## src/rtl/gf4096_tower_mul.sv

```systemverilog
module gf4096_tower_mul #(
  parameter int          PIPELINED  = 1,
  parameter logic [11:0] STEP_CONST = 12'hE01,
  parameter logic [5:0]  INV_ROOT   = 6'h21
) (
  input  logic        clk,
  input  logic        rst_n,
  input  logic        in_valid,
  output logic        in_ready,
  input  logic        step_mode,
  input  logic [11:0] op_a,
  input  logic [11:0] op_b,
  output logic        out_valid,
  input  logic        out_ready,
  output logic [11:0] product
);
  localparam int HW = 6;
  localparam int W  = 2 * HW;
  localparam logic [HW:0] FOLD = 7'h43;

  function automatic logic [HW-1:0] base_mul(input logic [HW-1:0] x, input logic [HW-1:0] y);
    logic [HW-1:0] acc;
    logic [HW-1:0] sh;
    logic [HW:0]   nx;
    acc = '0;
    sh  = y;
    for (int i = 0; i < HW; i++) begin
      if (x[i]) acc = acc ^ sh;
      nx = {sh, 1'b0};
      if (nx[HW]) nx = nx ^ FOLD;
      sh = nx[HW-1:0];
    end
    return acc;
  endfunction

  logic [W-1:0]  rhs;
  logic [HW-1:0] ah, al, bh, bl, lo_prod, hi_digit, lo_digit;
  logic [W-1:0]  result;

  assign rhs      = step_mode ? STEP_CONST : op_b;
  assign ah       = op_a[W-1:HW];
  assign al       = op_a[HW-1:0];
  assign bh       = rhs[W-1:HW];
  assign bl       = rhs[HW-1:0];
  assign lo_prod  = base_mul(al, bl);
  assign hi_digit = base_mul(ah ^ al, bh ^ bl) ^ lo_prod;
  assign lo_digit = base_mul(base_mul(ah, bh), INV_ROOT) ^ lo_prod;
  assign result   = (step_mode && op_a == '0) ? W'(1) : {hi_digit, lo_digit};

  if (PIPELINED != 0) begin : g_reg
    assign in_ready = !out_valid || out_ready;
    always_ff @(posedge clk) begin
      if (!rst_n) begin
        out_valid <= 1'b0;
        product   <= '0;
      end else if (in_ready) begin
        out_valid <= in_valid;
        if (in_valid) product <= result;
      end
    end
  end else begin : g_comb
    assign in_ready  = out_ready;
    assign out_valid = in_valid;
    assign product   = result;
  end
endmodule

```

## config.mk

```make
export PLATFORM = sky130hd
export DESIGN_NAME = gf4096_tower_mul
export DESIGN_NICKNAME = d
export VERILOG_FILES = /design/src/rtl/gf4096_tower_mul.sv
export SDC_FILE = /design/constraint.sdc
export NUM_CORES = 1
export LEC_CHECK = 0
export BUFFER_PORTS_ARGS = -buffer_cell sky130_fd_sc_hd__buf_4
export CELL_PAD_IN_SITES_DETAIL_PLACEMENT = 1
export CELL_PAD_IN_SITES_GLOBAL_PLACEMENT = 1
export CORE_MARGIN = 4
export CORE_UTILIZATION = 47
export CTS_CLUSTER_SIZE = 25
export DETAILED_ROUTE_END_ITERATION = 8
export PLACE_DENSITY_LB_ADDON = 0.3
export SLEW_MARGIN = 20
export SYNTH_ARGS = -nofsm -noshare
export SYNTH_HDL_FRONTEND = slang
export SYNTH_SLANG_ARGS = --single-unit
```

## constraint.sdc

```tcl
create_clock -name clk -period 4.1 [get_ports clk]
set_input_delay 0.82 -clock clk [delete_from_list [all_inputs] [get_ports clk]]
set_output_delay 0.82 -clock clk [all_outputs]
set_load 0.02 [all_outputs]
```

; ---- After elaboration in Yosys (flattened, before gate mapping)
; Cells that the tools add are included.
[op_classes]
n_addsub = 0
multipliers = 0
div = 0
n_lt_le_gt_ge = 0
eq_ne = 0
shifts = 0
n_mux = 41
bitwise = 39
n_reduce_logical = 5
[op_table]
columns = cell, count
row1 = $mux 6, 19
row2 = $xor 6x6->6, 19
row3 = $mux 2, 16
row4 = $not 2->2, 15
row5 = $mux 12, 2
row6 = $logic_not 12->1, 1
row7 = $mux 5, 1
row8 = $not 1->1, 5
row9 = $mux 4, 1
row10 = $mux 3, 1
row11 = $reduce_and 2->1, 1
row12 = $logic_and 1x1->1, 1
row13 = $logic_not 1->1, 1
row14 = $logic_or 1x1->1, 1
row15 = $mux 1, 1
[word_totals]
ff_bits = 13
latch_bits = 0
mem_bits_rw = 0
romBits = 0
in_bits = 29
output_inout_bits = 14
mem_count = 0

; ---- Longest topological paths before layout
; Gate-level depths: netlist (run 1).
[logic_depth]
word_depth = 22
ltp_mapped = 9

; ---- Least setup slack after synthesis (run 1)
; Ideal clock, no wire load.
[synth_path]
path_kind = in2reg
from = input port op_a[6]
to = register product[7]
setup_ps = 123
arrival_ps = 2564
path_slack_ps = 1413
path_stages = 8
n_path_buf = 1
path_cell_list = buf_2 -> xnor2_1 -> nor4_1 -> a2111oi_2 -> xnor3_1 -> xnor2_1 -> xnor2_1 -> o21ai_2
[synth_via]
elab_chain_cells = 14
elab_cells_between_ends = 16
cone_classes = mux: 7 / bitwise: 7 / reduce/logical: 2
[synth_lines]
columns = element, line
row1 = from (decl), 11  ; input logic [11:0] op_a,
row2 = $xor 6x6->6, 46  ; assign hi_digit = base_mul(ah ^ al, bh ^ bl) ^ lo_prod;
row3 = $mux 6, 28  ; if (x[i]) acc = acc ^ sh;
row4 = $xor 6x6->6, 28
row5 = $mux 6, 28
row6 = $xor 6x6->6, 28
row7 = $mux 6, 28
row8 = $xor 6x6->6, 28
row9 = $mux 6, 28
row10 = $xor 6x6->6, 28
row11 = $mux 6, 28
row12 = $xor 6x6->6, 28
row13 = $mux 6, 28
row14 = $xor 6x6->6, 46
row15 = $mux 12 *, 48  ; assign result = (step_mode && op_a == '0) ? W'(1) : {hi_digit, lo_digit};
row16 = to (signal assigned), 58  ; if (in_valid) product <= result;
row17 = to (decl), 15  ; output logic [11:0] product
; Every way passes the cells marked *; elsewhere a longest branch is shown, timed or not.
; A chain may end at the register's enable or synchronous reset.

; ---- Final worst setup path (run 1)
[layout_path]
from = input port step_mode
to = register product[9]
[layout_via]
elab_chain_cells = 15
elab_cells_between_ends = 39
cone_classes = mux: 20 / bitwise: 18 / reduce/logical: 1
[layout_lines]
columns = element, line
row1 = from (decl), 10  ; input logic step_mode,
row2 = $mux 12, 40  ; assign rhs = step_mode ? STEP_CONST : op_b;
row3 = $xor 6x6->6, 46
row4 = $mux 6, 28
row5 = $xor 6x6->6, 28
row6 = $mux 6, 28
row7 = $xor 6x6->6, 28
row8 = $mux 6, 28
row9 = $xor 6x6->6, 28
row10 = $mux 6, 28
row11 = $xor 6x6->6, 28
row12 = $mux 6, 28
row13 = $xor 6x6->6, 28
row14 = $mux 6, 28
row15 = $xor 6x6->6, 46
row16 = $mux 12 *, 48
; Marks and branches as above.

==> results.json, run 1 <==
{
  "status": "complete, no violations",
  "hold_violations": 0,
  "ys_warn_count": 0,
  "final_cells": 516,
  "whs_ns": 0.465,
  "num_vias": 3235,
  "fp-row-count": 29,
  "worst_slack_ns": 1.26,
  "drtAntennaViolNets": 0,
  "max_stage_delay_ns": 0.47,
  "cts_tree": "built",
  "multiInputGateArea_mm2": 0.00263,
  "ys_seq_area_share_pct": 8.34,
  "clockBufferDepth": 2,
  "port_buffers": 42,
  "path_class": "primary input to flip-flop",
  "grt_usage_pct": 26.0,
  "clkLatencyLatePin_ns": 0.24,
  "timing.final.crit_share_pct": 69.2,
  "io_pins": 43,
  "dr.pass1.iters": 4,
  "synth_compound_area_share_pct": 24.3,
  "core-area_mm2": 0.00639,
  "synthAdderAreaFrac_pct": 0,
  "muxShareOfSynthArea_pct": 2.89,
  "hold_class": "flip-flop to flip-flop",
  "slew_headroom_pct": 48.0,
  "fmax_ghz": 0.352,
  "pre_cts_slack_ns": 1.04,
  "synth_fp_nets": 460,
  "syn_area_per_cell_um2": 7.24,
  "skew_ns": 0.00109,
  "post-cts-setup-buffers": 0,
  "start_kind": "primary input",
  "grt_pass1_vias": 3250,
  "seqCellArea_um2": 260,
  "synth_edf_count": 0,
  "hpwl_mm": 7.55,
  "cp_top_family": "buffers and inverters",
  "ys_ff_latch": 13,
  "slowest_stage": "xnor3_1",
  "final_cell_area_mm2": 0.00341,
  "wl_per_cell_um": 19.3,
  "cts-root-buf": "clkbuf_8",
  "fin_nets": 469,
  "total_power_mw": 0.949,
  "fill_cells": 839,
  "grt_max_degree": 49,
  "crit_buf_inv": 3,
  "synthFlopType": "dfxtp_1",
  "end_kind": "flip-flop",
  "grt.overflow.total": 0,
  "drc": 0,
  "clock-sinks": 13,
  "drv_cap": 0,
  "post-place-cells": 512,
  "drt_wl_total_mm": 9.96,
  "vdd_drop_max_uv": 274,
  "leakagePower_nw": 1.43,
  "grt_setup_unrepaired": "false",
  "async_flop_share_pct": 0,
  "cts.reportedPaths.clkPinSlew_ns": 0.05,
  "synthXorXnorAreaFrac_pct": 34.0,
  "hold_buffers": 0,
  "drv_slew": 0,
  "critPathMaxFanout": 48,
  "min_period_ns": 2.84,
  "synth_top_family_by_area": "XOR/XNOR gates",
  "die_w_um": 89.5,
  "cts_max_level": 1,
  "gp_congestion": 0.893,
  "syn_inst": 431,
  "tightest_slew_ns": 0.777,
  "power_density_mw_per_mm2": 278,
  "setup-violations-final": 0,
  "arrival_ns": 3.00,
  "dieHeight_um": 89.5,
  "synth_area_mm2": 0.00312,
  "post-route-util_pct": 53.4,
  "initial_core_util_pct": 48.9,
  "finalSetupTns_ns": 0,
  "worstPathRequired_ns": 4.26,
  "antenna_found_initial": 0,
  "ctsResizeCount": 0,
  "num_antenna_cells": 0,
  "ys_types": 59,
  "areaGrowthSynthToFinish_pct": 9.38,
  "vias_per_cell": 6.27,
  "dr.first_iter.drc_count": 197,
  "numCtsBuffers": 3,
  "path_cells": "buf_4 -> clkinv_1 -> buf_4 -> nand2_1 -> o21ai_0 -> a22oi_1 -> xnor2_1 -> xnor3_1 -> o21ai_0",
  "dieArea_mm2": 0.00801,
  "drive_above_1_share_pct": 14.6,
  "place_area_mm2": 0.00337,
  "yosys.area_share.simple_pct": 23.1,
  "grt_pass1_wl_mm": 16.4
}
[state kept, by name, indices dropped and copies added (netlist names)]
signal	flops
product	12
out_valid	1
[worst reg2reg max path, stage by stage, from the launching register on]
cell and delay (ns):
dfxtp_1 0.32, nand2b_1 0.12, nand2_1 0.14, a31oi_1 0.33, nand2_1 0.31, a31oi_1 0.25, o31ai_1 0.10, o211ai_1 0.10
[layout make-up]
class,count,share of cell area [%]
Tap cell,77,2.82
Inverter,8,0.880
Timing Repair Buffer,47,10.3
Sequential cell,13,7.62
Clock buffer,4,1.32
Multi-Input combinational cell,367,77.0
[logic make-up after synthesis]
logic type | count (synthesis)
muxes | 9
buffers and inverters | 51
DFF | 13
and+or+nand+nor | 156
AOI/OAI and AO/OA | 112
xor gates and xnor gates | 90
[layout by cell type (no fill, tap or decap), drive strengths merged, types with 3 or more instances in the layout]
cell type,netlist,layout
a21o,4,4
a21oi,20,20
inv,7,7
nand4,5,5
o22ai,3,3
a31oi,6,6
or2,3,3
a22oi,8,8
nand2,72,72
nor4,4,4
o32ai,3,3
dfxtp,13,13
nor3,19,19
xor2,21,21
nor3b,3,3
clkbuf,20,4
xnor3,14,14
mux2i,9,9
a211oi,8,8
o21ai,30,30
nand2b,4,4
o211ai,3,3
nor2b,4,4
and3,5,5
o31ai,3,3
nor2,22,22
nand3,6,6
and2,4,4
a221oi,5,5
xnor2,54,54
buf,23,47
[per-layer routing]
| metal | global-route usage, % | routed length, µm | up-vias |
|---|---|---|---|
| met1 | 33.8 | 4270 | 1593 |
| met3 | 2.67 | 439 | 19 |
| met4 | 6.90 | 269 | 0 |
| li1 | - | - | 1539 |
| met5 | 0 | 0 | - |
| met2 | 45.7 | 4980 | 84 |
[where the power goes]
group          leakage (nW)  switching (mW)  internal (mW)
sequential            0.107          0.0141          0.153
combinational          1.30           0.358          0.310
clock                0.0228          0.0463         0.0687
[synthesized netlist by cell type, types with 3 or more instances]
master	number	area, µm²
nor4_1	4	25.0
xor2_1	20	175
a21oi_1	20	100
nand4_1	5	31.3
nand2_1	72	270
o21ai_0	29	145
a221oi_1	5	43.8
xnor3_1	14	315
nor2_1	22	82.6
xnor2_2	5	81.3
o22ai_1	3	18.8
o211ai_1	3	22.5
or2_2	3	18.8
buf_1	4	15.0
dfxtp_1	13	260
a211oi_1	8	60.1
a31oi_1	6	37.5
nor3b_1	3	22.5
xnor2_1	48	420
and3_1	5	31.3
buf_2	16	80.1
inv_1	7	26.3
a22oi_1	8	60.1
and2_1	4	25.0
nor3_1	19	95.1
o31ai_1	3	22.5
clkbuf_1	19	71.3
nor2b_1	4	25.0
nand3_1	6	30.0
o32ai_1	3	26.3
nand2b_1	4	25.0
mux2i_1	9	90.1
a21o_1	4	30.0
[final timing paths]
check        slack, ns           to  cells past startpoint        start
max               1.26   product[9]                      9    step_mode
min               0.47  product[10]                      2  product[10]
max reg2reg       2.37   product[2]                      7    out_valid
min reg2reg       0.47  product[10]                      2  product[10]
Power figures use the tool's default switching activity.
==> run 2: changes to the inputs <==
Settings changed: CORE_UTILIZATION 47 to 43.
Clock period 4.1 ns to 2.9 ns, I/O delays scaled along.
==> results.json, run 2 (synthesized netlist as in run 1, its figures left out) <==
{
  "areaGrowthSynthToFinish_pct": 12.1,
  "status": "complete, no violations",
  "power_density_mw_per_mm2": 388,
  "drv_slew": 0,
  "clkLatencyLatePin_ns": 0.24,
  "cts-root-buf": "clkbuf_8",
  "layout_commonest_cell": "nand2_1",
  "core-area_mm2": 0.00691,
  "fill_cells": 916,
  "numCtsBuffers": 3,
  "multiInputGateArea_mm2": 0.00263,
  "skew_ns": 0.00179,
  "cts_tree": "built",
  "power.switching_mw": 0.594,
  "cts_max_level": 1,
  "wl_per_cell_um": 18.4,
  "vias_per_cell": 5.95,
  "antenna_found_initial": 0,
  "fp-row-count": 30,
  "swShare_pct": 43.7,
  "num_antenna_cells": 0,
  "die_w_um": 93.2,
  "drv_cap": 0,
  "grt_pass1_vias": 3306,
  "hold_violations": 0,
  "grt_setup_unrepaired": "false",
  "grt_pass1_wl_mm": 16.5,
  "top_regs": "product x12, out_valid x1",
  "drt_wl_total_mm": 9.93,
  "clockBufferDepth": 2,
  "end_kind": "flip-flop",
  "p_clk_share_pct": 12.2,
  "hold_buffers": 0,
  "worstPathRequired_ns": 3.03,
  "min_period_ns": 2.43,
  "gp_congestion": 0.906,
  "pwr-share-seq_pct": 17.2,
  "critPathMaxFanout": 17,
  "grt_max_degree": 29,
  "vdd_drop_max_uv": 138,
  "hold_class": "flip-flop to flip-flop",
  "finalSetupTns_ns": 0,
  "hpwl_mm": 7.56,
  "clock-sinks": 13,
  "p_comb_share_pct": 70.6,
  "dieArea_mm2": 0.00868,
  "cts.reportedPaths.clkPinSlew_ns": 0.06,
  "ctsResizeCount": 0,
  "p_int_mw": 0.766,
  "fin_nets": 474,
  "initial_core_util_pct": 45.2,
  "crit_top_cell": "xnor2_1",
  "setup-violations-final": 0,
  "slew_headroom_pct": 50.7,
  "arrival_ns": 2.56,
  "drtAntennaViolNets": 0,
  "largest-register": "product",
  "num_vias": 3214,
  "slowest_stage": "xnor3_1",
  "io_pins": 43,
  "dr.pass1.iters": 4,
  "leakagePower_nw": 1.46,
  "layout_common_cells": "72 x nand2_1, 50 x buf_4, 48 x xnor2_1",
  "grt_usage_pct": 23.4,
  "dr.first_iter.drc_count": 207,
  "grt.overflow.total": 0,
  "path_cells": "buf_4 -> xor2_1 -> a211oi_1 -> a2111oi_2 -> xnor3_1 -> xnor2_1 -> xnor2_1 -> o21ai_2",
  "fmax_ghz": 0.411,
  "path_class": "primary input to flip-flop",
  "tightest_slew_ns": 0.734,
  "start_kind": "primary input",
  "dieHeight_um": 93.2,
  "drc": 0,
  "timing.final.crit_share_pct": 83.8,
  "max_stage_delay_ns": 0.48,
  "whs_ns": 0.450,
  "port_buffers": 42,
  "post-cts-setup-buffers": 0,
  "largest_register_ffs": 12,
  "drive_above_1_share_pct": 15.5,
  "seqCellArea_um2": 260
}
==> run 2: cell count changes in the layout (fill, tap and decap cells not counted) <==
cell    before  now
buf_4       47   50
buf_12       0    2
==> run 2: per-layer routing <==
layer  track usage [%]  routed length (µm)
met3              1.77                 354
met2              42.5                5060
met1              29.9                4300
met5                 0                   0
met4              5.62                 217
==> run 2: power groups by stage <==
stage | sequential [mW] | combinational, mW | clock, mW
after detailed placement | 0.238 | 0.955 | 0
after floorplan | 0.281 | 0.655 | 0
final | 0.234 | 0.960 | 0.166
after global routing | 0.240 | 1.04 | 0.183
after global placement | 0.237 | 0.931 | 0
after CTS | 0.234 | 0.963 | 0.169
==> run 2: critical path, delay by kind of cell <==
kind	cells	cell delay [ns]
XOR/XNOR	4	1.16
buffers and inverters	1	0.22
AO/OA/AOI/OAI	3	0.59
==> run 2: through the flow <==
step / instances / area [µm²] / power, mW / utilization [%] / worst slack [ns]
after global routing: 540 / 3500 / 1.46 / 50.7 / 0.321
after global placement: 536 / 3450 / 1.17 / 50.0 / 0.263
after floorplan: 431 / 3120 / 0.936 / - / 0.453
final: 540 / 3500 / 1.36 / 50.7 / 0.469
after CTS: 540 / 3500 / 1.37 / 50.7 / 0.491
after detailed placement: 536 / 3450 / 1.19 / 50.0 / 0.234
==> run 2: layout make-up <==
| type | count | share of cell area [%] |
|---|---|---|
| Clock buffer | 4 | 1.29 |
| Tap cell | 96 | 3.43 |
| Inverter | 8 | 0.858 |
| Sequential cell | 13 | 7.44 |
| Timing Repair Buffer | 52 | 11.9 |
| Multi-Input combinational cell | 367 | 75.1 |
==> run 2: final timing paths <==
path               from         end  slack [ns]  depth (start not counted)
max reg2reg   out_valid  product[2]        1.05                          6
min reg2reg  product[8]  product[8]        0.45                          2
max            op_a[11]  product[7]        0.47                          8
min          product[8]  product[8]        0.45                          2
==> run 3: changes to the inputs <==
Clock period 2.9 ns to 2.3 ns, I/O delays scaled along.
==> results.json, run 3 (synthesized netlist as in run 1, its figures left out) <==
{
  "status": "complete, no violations",
  "worst_slack_ns": 0.100,
  "antenna_found_initial": 0,
  "leakagePower_nw": 1.78,
  "clkLatencyLatePin_ns": 0.24,
  "pre_cts_slack_ns": -0.159,
  "seqCellArea_um2": 260,
  "post-route-util_pct": 58.1,
  "grt_pass1_wl_mm": 19.1,
  "top_regs": "product x12, out_valid x1",
  "hold_buffers": 0,
  "drtAntennaViolNets": 0,
  "grt_pass1_vias": 3743,
  "fp-row-count": 30,
  "final_cells": 604,
  "initial_core_util_pct": 45.2,
  "drv_slew": 0,
  "grt_usage_pct": 27.4,
  "gp_congestion": 0.914,
  "numCtsBuffers": 3,
  "dr_wl_met3_um": 555,
  "cts_max_level": 1,
  "timing.final.crit_share_pct": 95.6,
  "multiInputGateArea_mm2": 0.00265,
  "port_buffers": 42,
  "power_density_mw_per_mm2": 469,
  "io_pins": 43,
  "cts.reportedPaths.clkPinSlew_ns": 0.05,
  "grt_max_degree": 37,
  "die_w_um": 93.2,
  "dr.first_iter.drc_count": 168,
  "largest-register": "product",
  "core-area_mm2": 0.00691,
  "setup-violations-final": 0,
  "min_path_cells": 2,
  "tightest_slew_ns": 0.431,
  "vias_per_cell": 5.93,
  "dr.max_layer_used": "met4",
  "fmax_ghz": 0.455,
  "post-place-cells": 600,
  "finalSetupTns_ns": 0,
  "clock-sinks": 13,
  "path_class": "primary input to flip-flop",
  "start_kind": "primary input",
  "layout_commonest_cell": "buf_4",
  "layout_common_cells": "113 x buf_4, 72 x nand2_1, 47 x xnor2_1",
  "grt.overflow.total": 0,
  "worstPathRequired_ns": 2.46,
  "fin_nets": 538,
  "num_antenna_cells": 0,
  "arrival_ns": 2.36,
  "cts-root-buf": "clkbuf_8",
  "hpwl_mm": 9.58,
  "wl_per_cell_um": 19.6,
  "min_period_ns": 2.20,
  "end_kind": "flip-flop",
  "skew_ns": 0.00104,
  "wirelength_met1_mm": 4.84,
  "slew_headroom_pct": 71.2,
  "cts_tree": "built",
  "largest_register_ffs": 12,
  "hold_violations": 0,
  "dieHeight_um": 93.2,
  "drv_cap": 0,
  "critPathMaxFanout": 9,
  "drc": 0,
  "clockBufferDepth": 2,
  "dr.pass1.iters": 4,
  "whs_ns": 0.463,
  "rr_worst_depth": 6,
  "post-cts-setup-buffers": 0,
  "num_vias": 3579,
  "drt_wl_total_mm": 11.8,
  "drive_above_1_share_pct": 26.8,
  "hold_class": "flip-flop to flip-flop",
  "dieArea_mm2": 0.00868,
  "vdd_drop_max_uv": 193,
  "met2_length_mm": 6.18,
  "fill_cells": 932,
  "areaGrowthSynthToFinish_pct": 28.6
}
-- run 3: area by class of cell --
type / instances / share of cell area, %
sequential: 13 / 6.49
clock buffer: 4 / 1.12
multi-input combinational: 367 / 66.0
tap: 96 / 2.99
timing repair buffer: 116 / 22.6
inverter: 8 / 0.748
-- run 3: critical path, stage by stage --
cell	delay (ns)
buf_4	0.16
buf_4	0.16
nor2b_1	0.12
o21ai_0	0.18
o2111ai_1	0.18
xor2_1	0.39
nor3_1	0.14
or3_1	0.39
o211ai_1	0.17
-- run 3: routing by layer --
metal | GRT usage (%) | vias to the layer above
met1 | 33.5 | 1762
met5 | 0 | -
met2 | 50.5 | 118
met3 | 3.38 | 20
met4 | 6.96 | 0
li1 | - | 1679
-- run 3: what timing repair did --
action,CTS,global route
gates resized for setup,0,2
endpoints found under the setup margin,0,3
endpoints found under the hold margin,0,0
-- run 3: through the flow --
step,instance area (µm²),total power [mW]
final,4010,1.88
after global placement,3960,1.62
after floorplan,3130,1.18
after global routing,4010,2.01
after CTS,4000,1.88
after detailed placement,3960,1.67
-- run 3: final timing paths --
path	start	to	slack, ns
max	op_b[4]	product[2]	0.10
max reg2reg	out_valid	product[3]	0.76
min	product[1]	product[1]	0.46
min reg2reg	product[1]	product[1]	0.46
-- run 3: power by group --
group          switching (mW)  leakage [nW]  internal (mW)
combinational           0.698          1.65          0.686
clock                  0.0782        0.0228          0.122
sequential             0.0265         0.107          0.272
